<file path="src/rtl/frm_pkg.sv">
package frm_pkg;
  typedef enum logic [1:0] {
    PH_BODY  = 2'd0,
    PH_FIRST = 2'd1,
    PH_LAST  = 2'd2
  } frm_phase_e;

  typedef struct packed {
    logic vld;
    logic dat;
  } pay_bit_t;
endpackage

</file>
<file path="src/rtl/frm_bit_ctr.sv">
module frm_bit_ctr
  import frm_pkg::*;
#(
  parameter int unsigned FRAME_BITS = 1536,
  localparam int unsigned IDX_W = $clog2(FRAME_BITS)
) (
  input  logic             clk_i,
  input  logic             rst_ni,
  output logic [IDX_W-1:0] idx_o,
  output frm_phase_e       phase_o
);
  localparam logic [IDX_W-1:0] LAST_IDX = IDX_W'(FRAME_BITS - 1);

  logic [IDX_W-1:0] cnt_q;

  always_ff @(posedge clk_i or negedge rst_ni) begin
    if (!rst_ni)               cnt_q <= '0;
    else if (cnt_q == LAST_IDX) cnt_q <= '0;
    else                        cnt_q <= cnt_q + 1'b1;
  end

  always_comb begin
    if (cnt_q == LAST_IDX)  phase_o = PH_LAST;
    else if (cnt_q == '0)   phase_o = PH_FIRST;
    else                    phase_o = PH_BODY;
  end

  assign idx_o = cnt_q;

  AST_CNT_STEP: assert property (@(posedge clk_i) disable iff (!rst_ni)
    (phase_o != PH_LAST) |=> (idx_o == $past(idx_o) + 1'b1));
  AST_CNT_WRAP: assert property (@(posedge clk_i) disable iff (!rst_ni)
    (phase_o == PH_LAST) |=> (phase_o == PH_FIRST));
endmodule

</file>
<file path="src/rtl/frm_capture.sv">
module frm_capture
  import frm_pkg::*;
#(
  parameter int unsigned IDX_W = 11
) (
  input  logic             clk_i,
  input  logic             rst_ni,
  input  logic             ser_i,
  input  logic [IDX_W-1:0] idx_i,
  output pay_bit_t         pay_o,
  output logic [IDX_W-1:0] idx_o
);
  pay_bit_t         pay_q;
  logic [IDX_W-1:0] idx_q;

  always_ff @(posedge clk_i or negedge rst_ni) begin
    if (!rst_ni) begin
      pay_q <= '0;
      idx_q <= '0;
    end else begin
      pay_q <= '{vld: 1'b1, dat: ser_i};
      idx_q <= idx_i;
    end
  end

  assign pay_o = pay_q;
  assign idx_o = idx_q;

  AST_CAP_DATA: assert property (@(posedge clk_i) disable iff (!rst_ni)
    pay_o.vld |=> (pay_o.vld && pay_o.dat == $past(ser_i)));
  AST_CAP_IDX: assert property (@(posedge clk_i) disable iff (!rst_ni)
    (pay_o.vld && idx_i != '0) |=> (idx_o == $past(idx_o) + 1'b1));
endmodule

</file>
<file path="src/rtl/frm_serial_in.sv">
module frm_serial_in
  import frm_pkg::*;
#(
  parameter int unsigned FRAME_BITS = 1536,
  localparam int unsigned IDX_W = $clog2(FRAME_BITS)
) (
  input  logic             clk_i,
  input  logic             rst_ni,
  input  logic             ser_i,
  output logic             frm_last_o,
  output logic             frm_start_o,
  output logic             pay_vld_o,
  output logic             pay_bit_o,
  output logic [IDX_W-1:0] pay_idx_o
);
  logic [IDX_W-1:0] cur_idx;
  frm_phase_e       phase;
  pay_bit_t         pay;

  frm_bit_ctr #(.FRAME_BITS(FRAME_BITS)) u_ctr (
    .clk_i   (clk_i),
    .rst_ni  (rst_ni),
    .idx_o   (cur_idx),
    .phase_o (phase)
  );

  frm_capture #(.IDX_W(IDX_W)) u_cap (
    .clk_i  (clk_i),
    .rst_ni (rst_ni),
    .ser_i  (ser_i),
    .idx_i  (cur_idx),
    .pay_o  (pay),
    .idx_o  (pay_idx_o)
  );

  assign frm_last_o  = (phase == PH_LAST);
  assign frm_start_o = (phase == PH_FIRST);
  assign pay_vld_o   = pay.vld;
  assign pay_bit_o   = pay.dat;

  AST_STROBE_SINGLE: assert property (@(posedge clk_i) disable iff (!rst_ni)
    frm_last_o |=> !frm_last_o);
  AST_START_AFTER_LAST: assert property (@(posedge clk_i) disable iff (!rst_ni)
    frm_last_o |=> frm_start_o);
  AST_FIRST_IDX_ZERO: assert property (@(posedge clk_i) disable iff (!rst_ni)
    frm_start_o |=> (pay_vld_o && pay_idx_o == '0));
endmodule

</file>
<file path="config.mk">
export PLATFORM = sky130hd
export DESIGN_NAME = frm_serial_in
export DESIGN_NICKNAME = d
export VERILOG_FILES = /design/src/rtl/frm_pkg.sv /design/src/rtl/frm_bit_ctr.sv /design/src/rtl/frm_capture.sv /design/src/rtl/frm_serial_in.sv
export SDC_FILE = /design/constraint.sdc
export NUM_CORES = 1
export LEC_CHECK = 0
export BUFFER_PORTS_ARGS = -buffer_cell sky130_fd_sc_hd__buf_2
export CORE_MARGIN = 2
export CORE_UTILIZATION = 24
export DETAILED_ROUTE_END_ITERATION = 10
export GPL_TIMING_DRIVEN = 0
export PLACE_DENSITY = 0.45
export SYNTH_ARGS = -nofsm -noshare
export SYNTH_HDL_FRONTEND = slang
export SYNTH_SLANG_ARGS = --single-unit
</file>
<file path="constraint.sdc">
create_clock -name clk_i -period 2.2 [get_ports clk_i]
set_input_delay 0.22 -clock clk_i [delete_from_list [all_inputs] [get_ports clk_i]]
set_output_delay 0.22 -clock clk_i [all_outputs]
set_load 0.01 [all_outputs]
</file>
== Yosys cells after proc, flatten, opt, wreduce, memory -nomap -nowiden ==
Index checks and enable logic that the tools add are counted.

* Register bits after elaboration: 24
* Input port bits: 3
* Output and inout port bits: 15
* Logic and storage cells: 12

* Add/sub/neg operators: 1
* Equality and inequality tests: 3
* Multiplexer cells: 3
* Reductions and logical operators: 1

{| class="wikitable"
|+ Operators with widths
! kind !! count
|-
| 11-bit by 1-bit adder with 11-bit output (second input constant) || 1
|-
| 11-bit == test (second input constant) || 1
|-
| 11-bit logical NOT || 1
|-
| 11-bit two-way mux || 1
|-
| 2-bit by 1-bit == test with 1-bit output (second input constant) || 1
|-
| 2-bit == test (second input constant) || 1
|-
| 2-bit two-way mux || 1
|-
| 1-bit two-way mux || 1
|}

== Depth between registers and ports, before layout ==
Gate-level depths: netlist of the first run.

* Word-level depth: 4
* Gate-level depth with buffers: 4
* Gate-level depth less buffers: 4

== Cells and area by module ==
From an unflattened synthesis of the first run, not the netlist that was laid out.

* Cells, all modules: 70
* Area, all modules: 944.7 um^2

{| class="wikitable"
|+ By module, submodules not included
! module !! instances !! cells each !! area each (um^2) !! sequential area each (um^2)
|-
| frm_bit_ctr || 1 || 54 || 600.6 || 275.3
|-
| frm_capture || 1 || 14 || 329.1 || 325.3
|-
| frm_serial_in || 1 || 2 || 15.0 || 0.0
|}

== Least setup slack after synthesis of the first run ==
OpenSTA, ideal clock, no wires.

* Kind: register to register
* Start point: reg u_ctr.cnt_q[0] (netlist: u_ctr.idx_o[0])
* End point: reg u_ctr.cnt_q[9] (netlist: u_ctr.idx_o[9])
* Library setup time: 0.076 ns
* Data arrival time: 1.353 ns
* Data required time: 2.124 ns
* Setup slack: 0.771 ns
* Cell stages (with the launch flop): 5
* Path buffers: 0
* Clock period less this slack: 1.429 ns
* Cell sequence: dfrtp_1 > ha_1 > and3_2 > or4_1 > o21ai_1

* Longest elaborated chain between the ends: 2
* Elaborated cells between the ends (all ways): 3
* Those cells by class: 1 x add/sub; 1 x eq/ne; 1 x mux

{| class="wikitable"
|+ RTL lines
! what !! RTL line !! source
|-
| start: declaration || frm_bit_ctr.sv:14 || <nowiki>logic [IDX_W-1:0] cnt_q;</nowiki>
|-
| start signal: assignment || frm_bit_ctr.sv:19 || <nowiki>else cnt_q <= cnt_q + 1'b1;</nowiki>
|-
| 11-bit by 1-bit adder with 11-bit output / 11-bit == test (equally long branches) || frm_bit_ctr.sv:19, frm_bit_ctr.sv:18 ||
|-
| 11-bit two-way mux * || frm_bit_ctr.sv:18 || <nowiki>else if (cnt_q == LAST_IDX) cnt_q <= '0;</nowiki>
|}

Mark *: on every way between the ends. The rest lies on a longest branch, timed or not.

== Worst setup path after layout of the first run ==
* Start point: reg u_ctr.cnt_q[0] (netlist: u_ctr.idx_o[0])
* End point: out frm_last_o

* Longest elaborated chain between the ends: 4
* Elaborated cells between the ends (all ways): 5
* Those cells by class: 2 x eq/ne; 2 x mux; 1 x reduce/logical

{| class="wikitable"
|+ RTL lines
! what !! RTL line !! source
|-
| 11-bit logical NOT || frm_bit_ctr.sv:24 || <nowiki>else if (cnt_q == '0) phase_o = PH_FIRST;</nowiki>
|-
| 1-bit two-way mux || frm_bit_ctr.sv:24 ||
|-
| 2-bit two-way mux * || frm_bit_ctr.sv:23 || <nowiki>if (cnt_q == LAST_IDX) phase_o = PH_LAST;</nowiki>
|-
| 2-bit == test * || frm_serial_in.sv:36 || <nowiki>assign frm_last_o = (phase == PH_LAST);</nowiki>
|-
| end: declaration || frm_serial_in.sv:10 || <nowiki>output logic frm_last_o,</nowiki>
|}

Marked as above.

==> out/results.ini, run 1 <==
[critical_path]
cp_top_family = simple AND/OR/NAND/NOR gates
worst_path_max_delay_cell = dfrtp_1
critical-path-max-stage-delay_ns = 0.46
path_cells = ha_1 -> nand2_1 -> nor4_4 -> buf_2
worstPathArrival_ns = 1.81
cp_data_required_time_ns = 1.98
startpoint_type = flip-flop
cp_max_fo = 5
critPathBufInv = 1
cp-end-kind = output pin
worst-setup-path-type = reg2out

[finish]
syn_to_final_growth_pct = 21.5
utilization_pct = 30.3
regArea_um2 = 601
fin_area_um2 = 1110
diodes = 0
final_cells = 136
multi_input_area_um2 = 294
fillCellCount = 370
layout-drive-gt1-share_pct = 28.4
num-nets-final = 95

[logic_synthesis]
syn_nets = 72
synth.distinct_cells = 25
yosys-top-cells-count = dfrtp_1, inv_1, nor4_1, nor2b_1, xnor2_1
synth_ff_type = dfrtp_1
avgSynthCellArea_um2 = 13.6
syn_area_um2 = 913
ys_warn_count = 0
seq_area_frac_synth_pct = 65.8
synth.top_cell.area_share_pct = 65.8
synthCells = 67
async_reset_ff_share_pct = 100
synth_area_leaders = dfrtp_1, nand3_4, xnor2_1
yosysTopAreaCell = dfrtp_1
synth_edf_count = 0
ys_ff_latch = 24
synth_most_common_cell = dfrtp_1

[floorplanning]
io_pins = 18
core_um2 = 3660
dieArea_um2 = 4320
die_y_um = 65.7
rows = 22
start_util_pct = 24.9
die_w_um = 65.7

[timing]
fin_skew_ns = 0.00147
setup_viol = 0
fin_crit_ns = 2.03
hold_viol = 0
max_freq_ghz = 0.492
rsz0062_at_grt = false
hold_ws_ns = 0.0697
fin_crit_sh_pct = 92.4
tns_ns = 0
worst_pin_slew_ns = 0.519
slew_headroom_pct = 65.4
drv_slew = 0

[global_routing]
grt_overflow_total = 0
antenna_found_initial = 0
grt_max_degree = 25
grt_pass1_wl_mm = 2.62
grt_pass1_vias = 536
grt_use_total_pct = 8.12

[placed_design]
place_hpwl_mm = 1.10
place_area_um2 = 1060
finalWeightedCongestion = 0.726
dpl.cell_count = 132
io_buffers = 17

[routing]
drt_iter0_markers = 56
viasPerCell = 4.25
routedWlPerCell_um = 11.2
ant_nets = 0
drc = 0
dr.pass1.iters = 4
dr_total_vias = 578
wl_mm = 1.53

[power]
p_per_area_nw_per_um2 = 633
p_leak_uw = 0.000528
peakVddDrop_mv = 0.170

[cts]
post_cts.resized_instances = 0
root_buffer = clkbuf_8
clk_latency_ns = 0.26
tritoncts = yes
clockBufferDepth = 2
cts_buffers = 3
cts_htree_levels = 1
cts_sinks = 24
clkTransAtPathRegs_ns = 0.08

[status]
status = completed

[hold_path]
hp-class = in2reg

[job]
maxCapViolations = 0

## cells in the final DEF (no fill, tap or decap), types with 2 or more instances in the layout
cell	count
dfrtp_1	24
buf_2	17
inv_1	5
nor4_1	4
xnor2_1	3
nor2b_1	3
clkbuf_8	3
nand3_4	2
nand3_1	2
or4_1	2
nand2_1	2
o21ai_0	2
nor2_1	2
xor2_1	2
ha_1	2
## where the power goes
| part | total (uW) | internal (uW) | switching (uW) |
|---|---|---|---|
| Sequential | 443 | 442 | 0.445 |
| Combinational | 13.8 | 3.65 | 10.1 |
| Clock | 246 | 122 | 124 |
| Total | 703 | 568 | 135 |
## timing repair
item                                   CTS  global route
endpoints found under the hold margin   24             0
hold buffers                             1             0
buffers inserted                         0             0
## kinds of logic after synthesis
family,after synthesis,synth area share (%)
multiplexers,1,1.23
XOR/XNOR,5,4.80
AO/OA/AOI/OAI,6,3.97
adder cells (fa/ha/maj),2,2.74
buffers and inverters,5,2.06
AND/OR/NAND/NOR,23,19.0
flip-flops,24,65.8
other,1,0.411
## metrics by stage
step,total power [uW],setup WS [ns]
after floorplan,453,0.771
after global placement,465,0.469
after detailed placement,465,0.461
after CTS,715,0.163
after global routing,736,0.0295
final,703,0.167
## cell type report
cell class	instances	area share (%)
Clock buffer	3	3.72
Multi-Input combinational cell	38	26.5
Timing Repair Buffer	18	8.57
Tap cell	48	5.41
Sequential cell	24	54.1
Inverter	5	1.69
## state kept, by name, indices dropped and copies added (netlist names)
| name | flops |
|---|---|
| u_ctr.idx_o | 11 |
| u_cap.idx_o | 11 |
| u_cap.pay_o | 2 |
## path summary, 6_finish.rpt
path,from,end,slack [ns],depth (start not counted)
worst max-delay path,u_ctr.idx_o[0],frm_last_o,0.17,4
worst min register to register,u_ctr.idx_o[8],u_cap.idx_o[8],0.41,0
worst max register to register,u_ctr.idx_o[0],u_ctr.idx_o[1],0.64,4
worst min-delay path,ser_i,u_cap.pay_o[0],0.07,1
min in group asynchronous,rst_ni,u_cap.idx_o[4],0.46,2
max in group asynchronous,rst_ni,u_cap.idx_o[7],1.39,2
## metal layers
metal	global-route usage, %	share of wire (%)	wire [um]
met1	10.0	47	725
met2	11.9	43	664
met3	2.23	6.4	97
met4	6.25	2.6	40
met5	0	0	0
## worst register-to-register path: cells and delay by family, from the launching register on
family | cells | cell delay [ns]
fa+ha+maj | 1 | 0.27
flops | 1 | 0.46
simple gates | 3 | 0.70
(Power assumes the default switching activity.)
==> inputs of run 2 (changes only) <==
--- a/config.mk
+++ b/config.mk
@@ -10,6 +10,7 @@
 export CORE_UTILIZATION = 24
 export DETAILED_ROUTE_END_ITERATION = 10
 export GPL_TIMING_DRIVEN = 0
+export MAX_ROUTING_LAYER = met4
 export PLACE_DENSITY = 0.45
 export SYNTH_ARGS = -nofsm -noshare
 export SYNTH_HDL_FRONTEND = slang
==> run 2 against run 1 <==
Final area is the same. Wire length grew 0.65%. Non-clock buffer count is the same. Global-route usage grew 0.22 points. Critical endpoint unchanged. Maximum frequency grew 0.54%. Power grew 0.38%. Final cell count is the same. Die area is the same. Critical path type unchanged. Setup slack gained 0.011 ns. Register-to-register slack is essentially flat. Utilization is the same. Sequential cell count is the same.
==> out/results.ini, run 2 (synthesis results as in run 1) <==
[timing]
rsz0062_at_grt = false
hold_viol = 0  ; unchanged
slew_headroom_pct = 65.3  ; about the same
setup_viol = 0  ; unchanged
tns_ns = 0  ; unchanged
max_freq_ghz = 0.494  ; +0.54%
fin_crit_ns = 2.02  ; -0.0110 ns
hold_ws_ns = 0.0697  ; +0.0000765 ns
fin_skew_ns = 0.00464  ; +0.00317 ns
worst_pin_slew_ns = 0.520  ; +0.000885 ns
fin_crit_sh_pct = 91.9  ; -0.50 points
drv_slew = 0  ; unchanged
setup_ws_ns = 0.178  ; +0.0110 ns

[critical_path]
critPathBufInv = 1  ; unchanged
worst-setup-path-type = reg2out
worst_path_max_delay_cell = dfrtp_1
reg2reg_to = u_ctr.idx_o[10]
reg2regPathDepth = 4  ; unchanged
cp_top_family = simple AND/OR/NAND/NOR gates
path_cells = ha_1 -> nand2_1 -> nor4_4 -> buf_2
cp-end-kind = output pin
cp_data_required_time_ns = 1.98  ; about the same
worstPathArrival_ns = 1.80  ; about the same
ff2ff_setup_slack_ns = 0.65  ; about the same
startpoint_type = flip-flop
cp_max_fo = 5  ; unchanged
critical-path-max-stage-delay_ns = 0.46  ; about the same
crit-reg2reg-launch = u_ctr.idx_o[0]

[cts]
tritoncts = yes
cts_htree_levels = 1  ; unchanged
cts_sinks = 24  ; unchanged
clkTransAtPathRegs_ns = 0.08  ; about the same
clk_latency_ns = 0.26  ; about the same
cts_buffers = 3  ; unchanged
root_buffer = clkbuf_8
clockBufferDepth = 2  ; unchanged

[floorplanning]
rows = 22  ; unchanged
core_um2 = 3660  ; unchanged
io_pins = 18  ; unchanged
die_y_um = 65.7  ; unchanged
dieArea_um2 = 4320  ; unchanged
die_w_um = 65.7  ; unchanged
start_util_pct = 24.9  ; unchanged

[hold_path]
hold_start = ser_i
min_path_cells = 1  ; unchanged
min_to = u_cap.pay_o[0]
hp-class = in2reg

[job]
maxCapViolations = 0  ; unchanged

[finish]
final_common_cell = dfrtp_1
num-nets-final = 95  ; unchanged
diodes = 0  ; unchanged
regArea_um2 = 601  ; unchanged
multi_input_area_um2 = 294  ; unchanged
layout-drive-gt1-share_pct = 28.4  ; unchanged
mostFrequentLayoutCells = dfrtp_1, buf_2, inv_1
fillCellCount = 370  ; unchanged
syn_to_final_growth_pct = 21.5  ; unchanged

[placed_design]
io_buffers = 17  ; unchanged
place_ws_ns = 0.461  ; unchanged
finalWeightedCongestion = 0.735  ; +1.2%
place_hpwl_mm = 1.10  ; unchanged

[global_routing]
grt_pass1_vias = 531  ; -0.93%
grt_pass1_wl_mm = 2.62  ; unchanged
grt_overflow_total = 0  ; unchanged
grt_use_total_pct = 8.33  ; +0.22 points
antenna_found_initial = 0  ; unchanged
grt_max_degree = 25  ; unchanged

[routing]
routedWlPerCell_um = 11.3  ; +0.65%
drc = 0  ; unchanged
dr_total_vias = 577  ; -0.17%
drt_iter0_markers = 49  ; -13%
ant_nets = 0  ; unchanged
viasPerCell = 4.24  ; -0.17%
wl_mm = 1.54  ; +0.65%
dr.pass1.iters = 4  ; unchanged

[power]
p_per_area_nw_per_um2 = 636  ; +0.38%
p_leak_uw = 0.000528  ; unchanged
peakVddDrop_mv = 0.170  ; about the same

[status]
status = completed

[run 2: worst register-to-register path, cell delays in order (launching register included)]
cell	delay, ns
dfrtp_1	0.46
ha_1	0.27
nand2_1	0.17
nor3_1	0.19
mux2_2	0.35
[run 2: stage by stage]
step                std cells  utilization [%]  area [um^2]  power (uW)
finish                    136             30.3         1110         706
CTS                       136             30.3         1110         715
global route              136             30.3         1110         737
global placement          132             28.9         1060         465
detailed placement        132             28.9         1060         465
floorplan                  67                -          913         453
[run 2: area by class of cell]
type                            instances  share of cell area, %
Clock buffer                            3                   3.72
Multi-Input combinational cell         38                   26.5
Sequential cell                        24                   54.1
Timing Repair Buffer                   18                   8.57
Inverter                                5                   1.69
Tap cell                               48                   5.41
[run 2: how the worst max path moves through the flow]
stage / startpoint / endpoint / slack, ns / depth (start not counted)
after floorplan: u_ctr.idx_o[0] / u_ctr.idx_o[9] / 0.77 / 4
after global placement: u_ctr.idx_o[0] / frm_last_o / 0.47 / 4
after detailed placement: u_ctr.idx_o[0] / frm_last_o / 0.46 / 4
after CTS: u_ctr.idx_o[0] / frm_last_o / 0.16 / 4
after global routing: u_ctr.idx_o[0] / frm_last_o / 0.03 / 4
final: u_ctr.idx_o[0] / frm_last_o / 0.18 / 4
[run 2: where the power goes]
group | internal (uW) | total [uW] | switching (uW) | leakage [uW]
Sequential | 443 | 443 | 0.445 | 0.000306
Combinational | 3.65 | 13.8 | 10.2 | 0.000200
Clock | 122 | 249 | 127 | 0.0000216
Total | 568 | 706 | 137 | 0.000528
[run 2: routing by layer]
metal / up-vias / GRT usage, % / share of wire [%]
met3: 4 / 2.23 / 6.1
met2: 20 / 11.7 / 43
met5: - / - / 0
li1: 277 / - / -
met1: 276 / 10.1 / 48
met4: 0 / 6.25 / 2.7
[run 2: repair_timing]
item,in CTS,in global routing
hold buffers,1,0
resized for setup,0,0
hold endpoints to repair,24,0
setup buffers,0,0
endpoints found under the setup margin,0,0
==> inputs of run 3 (changes only) <==
--- a/config.mk
+++ b/config.mk
@@ -5,6 +5,7 @@
 export SDC_FILE = /design/constraint.sdc
 export NUM_CORES = 1
 export LEC_CHECK = 0
+export ABC_AREA = 1
 export BUFFER_PORTS_ARGS = -buffer_cell sky130_fd_sc_hd__buf_2
 export CORE_MARGIN = 2
 export CORE_UTILIZATION = 24
==> constraint.sdc (replaced) <==
create_clock -name clk_i -period 2.3 [get_ports clk_i]
set_input_delay 0.23 -clock clk_i [delete_from_list [all_inputs] [get_ports clk_i]]
set_output_delay 0.23 -clock clk_i [all_outputs]
set_load 0.01 [all_outputs]
==> run 3 against run 2 <==
Critical path type unchanged. Count of clock-buffer cells in the layout up 1. Clock skew shrank 0.0012 ns. Die area grew 3.9%. Combinational power fell by 5%. Global-route usage grew 0.36 points. Register-to-register slack improved by 0.32 ns. Synthesized area is 4.1% higher.
==> out/results.ini, run 3 <==
[status]
status = completed

[timing]
fin_skew_ns = 0.00347  ; -0.00118 ns
setup_viol = 0  ; unchanged
rsz0062_at_grt = false
hold_ws_ns = 0.0748  ; +0.00504 ns
worst_pin_slew_ns = 0.511  ; -0.00936 ns
fin_crit_sh_pct = 78.1
slew_headroom_pct = 65.9  ; +0.62 points
drv_slew = 0  ; unchanged
fin_crit_ns = 1.80
max_freq_ghz = 0.557
tns_ns = 0  ; unchanged
hold_viol = 0  ; unchanged

[power]
p_leak_uw = 0.000648  ; +23%
p_sw_uw = 134  ; -2.8%
p_int_uw = 579  ; +1.9%
p_per_area_nw_per_um2 = 614  ; -3.5%
p_sw_share_pct = 18.7  ; -0.73 points
peakVddDrop_mv = 0.159  ; -6.8%
comb_power_share_pct = 1.8  ; -0.2 points
p_seq_share_pct = 59.4  ; -3.4 points
clkPwrFrac_pct = 38.7  ; +3.4 points

[critical_path]
critPathBufInv = 1  ; unchanged
cp-end-kind = output pin
path_cells = ha_1 -> nand2_1 -> nor2_4 -> nand3_2 -> nor3_1 -> buf_2
cp_data_required_time_ns = 2.07  ; +0.09 ns
worst-setup-path-type = reg2out
cp_top_family = simple AND/OR/NAND/NOR gates
startpoint_type = flip-flop
critical-path-max-stage-delay_ns = 0.41  ; -0.05 ns
worst_path_max_delay_cell = dfrtp_1
worstPathArrival_ns = 1.57  ; -0.23 ns
cp_max_fo = 5  ; unchanged

[floorplanning]
rows = 22  ; unchanged
start_util_pct = 25.4  ; +0.45 points
die_w_um = 66.9  ; +1.9%
io_pins = 18  ; unchanged
dieArea_um2 = 4480  ; +3.9%
die_y_um = 66.9  ; +1.9%
core_um2 = 3740  ; +2.3%

[placed_design]
finalWeightedCongestion = 0.754  ; +2.7%
place_area_um2 = 1100  ; +3.5%
place_hpwl_mm = 1.14  ; +2.9%
dpl.cell_count = 158  ; +20%
io_buffers = 17  ; unchanged

[logic_synthesis]
syn_nets = 98  ; +36%
ys_warn_count = 0  ; unchanged
ys_ff_latch = 24  ; unchanged
yosys-top-cells-count = dfrtp_1, nand2_1, nor2_1, inv_1, nand3_1
seq_area_frac_synth_pct = 63.2  ; -2.6 points
synth.top_cell.area_share_pct = 63.2  ; -2.6 points
synth.distinct_cells = 16  ; -36%
synthCells = 93  ; +39%
synth_edf_count = 0  ; unchanged
syn_area_um2 = 951  ; +4.1%
synth_area_leaders = dfrtp_1, nand2_1, nor2_1
avgSynthCellArea_um2 = 10.2  ; -25%
synth_most_common_cell = dfrtp_1
yosysTopAreaCell = dfrtp_1
async_reset_ff_share_pct = 100  ; unchanged
synth_ff_type = dfrtp_1

[finish]
utilization_pct = 31.0  ; +0.70 points
syn_to_final_growth_pct = 22.1
final_cells = 163  ; +20%
num-nets-final = 121  ; +27%
mostFrequentLayoutCells = dfrtp_1, nand2_1, buf_2
fillCellCount = 422  ; +14%
diodes = 0  ; unchanged
layout-drive-gt1-share_pct = 23.5  ; -4.9 points
fin_area_um2 = 1160  ; +4.6%
final_common_cell = dfrtp_1

[routing]
ant_nets = 0  ; unchanged
drc = 0  ; unchanged
dr_total_vias = 634  ; +9.9%
drt_iter0_markers = 11  ; -78%
dr.pass1.iters = 3  ; -1
wl_mm = 1.54  ; about the same
routedWlPerCell_um = 9.42  ; -17%
viasPerCell = 3.89  ; -8.3%

[global_routing]
antenna_found_initial = 0  ; unchanged
grt_use_total_pct = 8.69  ; +0.36 points
grt_pass1_wl_mm = 2.75  ; +5.3%
grt_max_degree = 25  ; unchanged
grt_overflow_total = 0  ; unchanged
grt_pass1_vias = 656  ; +24%

[cts]
post_cts.resized_instances = 0  ; unchanged
root_buffer = clkbuf_8
clockBufferDepth = 2  ; unchanged
postCtsSetupRepairBufs = 0  ; unchanged
cts_buffers = 3  ; unchanged
cts_sinks = 24  ; unchanged
hold_buffers = 1  ; unchanged
tritoncts = yes
clk_latency_ns = 0.26  ; about the same
clkTransAtPathRegs_ns = 0.08  ; about the same
cts_htree_levels = 1  ; unchanged

[job]
maxCapViolations = 0  ; unchanged

[hold_path]
hp-class = in2reg

==> run 3: worst paths after layout <==
path                                      from         endpoint  slack [ns]  cells after the start
worst max register to register  u_ctr.idx_o[0]  u_ctr.idx_o[10]        0.97                      6
min in group asynchronous               rst_ni   u_cap.idx_o[5]        0.48                      2
worst max-delay path            u_ctr.idx_o[0]       frm_last_o        0.50                      6
max in group asynchronous               rst_ni   u_ctr.idx_o[5]        1.48                      2
worst min-delay path                     ser_i   u_cap.pay_o[0]        0.07                      1
worst min register to register  u_ctr.idx_o[1]   u_cap.idx_o[1]        0.44                      0
==> run 3: power by group through the flow <==
| stage | logic (uW) | clock network [uW] | registers [uW] |
|---|---|---|---|
| 3_5_place_dp | 12.9 | 0 | 432 |
| 2_1_floorplan | 0.142 | 0 | 433 |
| 5_1_grt | 16.1 | 310 | 424 |
| 4_1_cts | 14.2 | 293 | 424 |
| 6_report | 13.1 | 276 | 424 |
| 3_3_place_gp | 12.5 | 0 | 432 |
==> run 3: layout make-up <==
class	count	area [um^2]	area share, %
Sequential cell	24	601	51.7
Multi-Input combinational cell	56	302	26.0
Timing Repair Buffer	18	95.1	8.19
Tap cell	48	60.1	5.17
Clock buffer	4	55.1	4.74
Inverter	13	48.8	4.20
==> run 3: logic make-up after synthesis <==
| kind of cell | after synthesis | synth area share (%) |
|---|---|---|
| XOR/XNOR | 3 | 2.76 |
| buffers and inverters | 13 | 5.13 |
| AND/OR/NAND/NOR | 49 | 25.4 |
| AO/OA/AOI/OAI | 1 | 0.526 |
| adder cells (fa/ha/maj) | 2 | 2.63 |
| other | 1 | 0.394 |
| flip-flops | 24 | 63.2 |
==> run 3: layer usage <==
| layer | share of wire [%] | global-route usage (%) |
|---|---|---|
| met2 | 51 | 14.9 |
| met1 | 43 | 8.69 |
| met5 | 0 | - |
| met4 | 1.8 | 6.12 |
| met3 | 3.8 | 2.03 |
==> run 3: metrics by stage <==
| stage | setup slack [ns] | total power, uW |
|---|---|---|
| after floorplan | 0.893 | 433 |
| after global placement | 0.762 | 445 |
| after detailed placement | 0.758 | 445 |
| after CTS | 0.453 | 731 |
| after global routing | 0.383 | 750 |
| final | 0.503 | 713 |
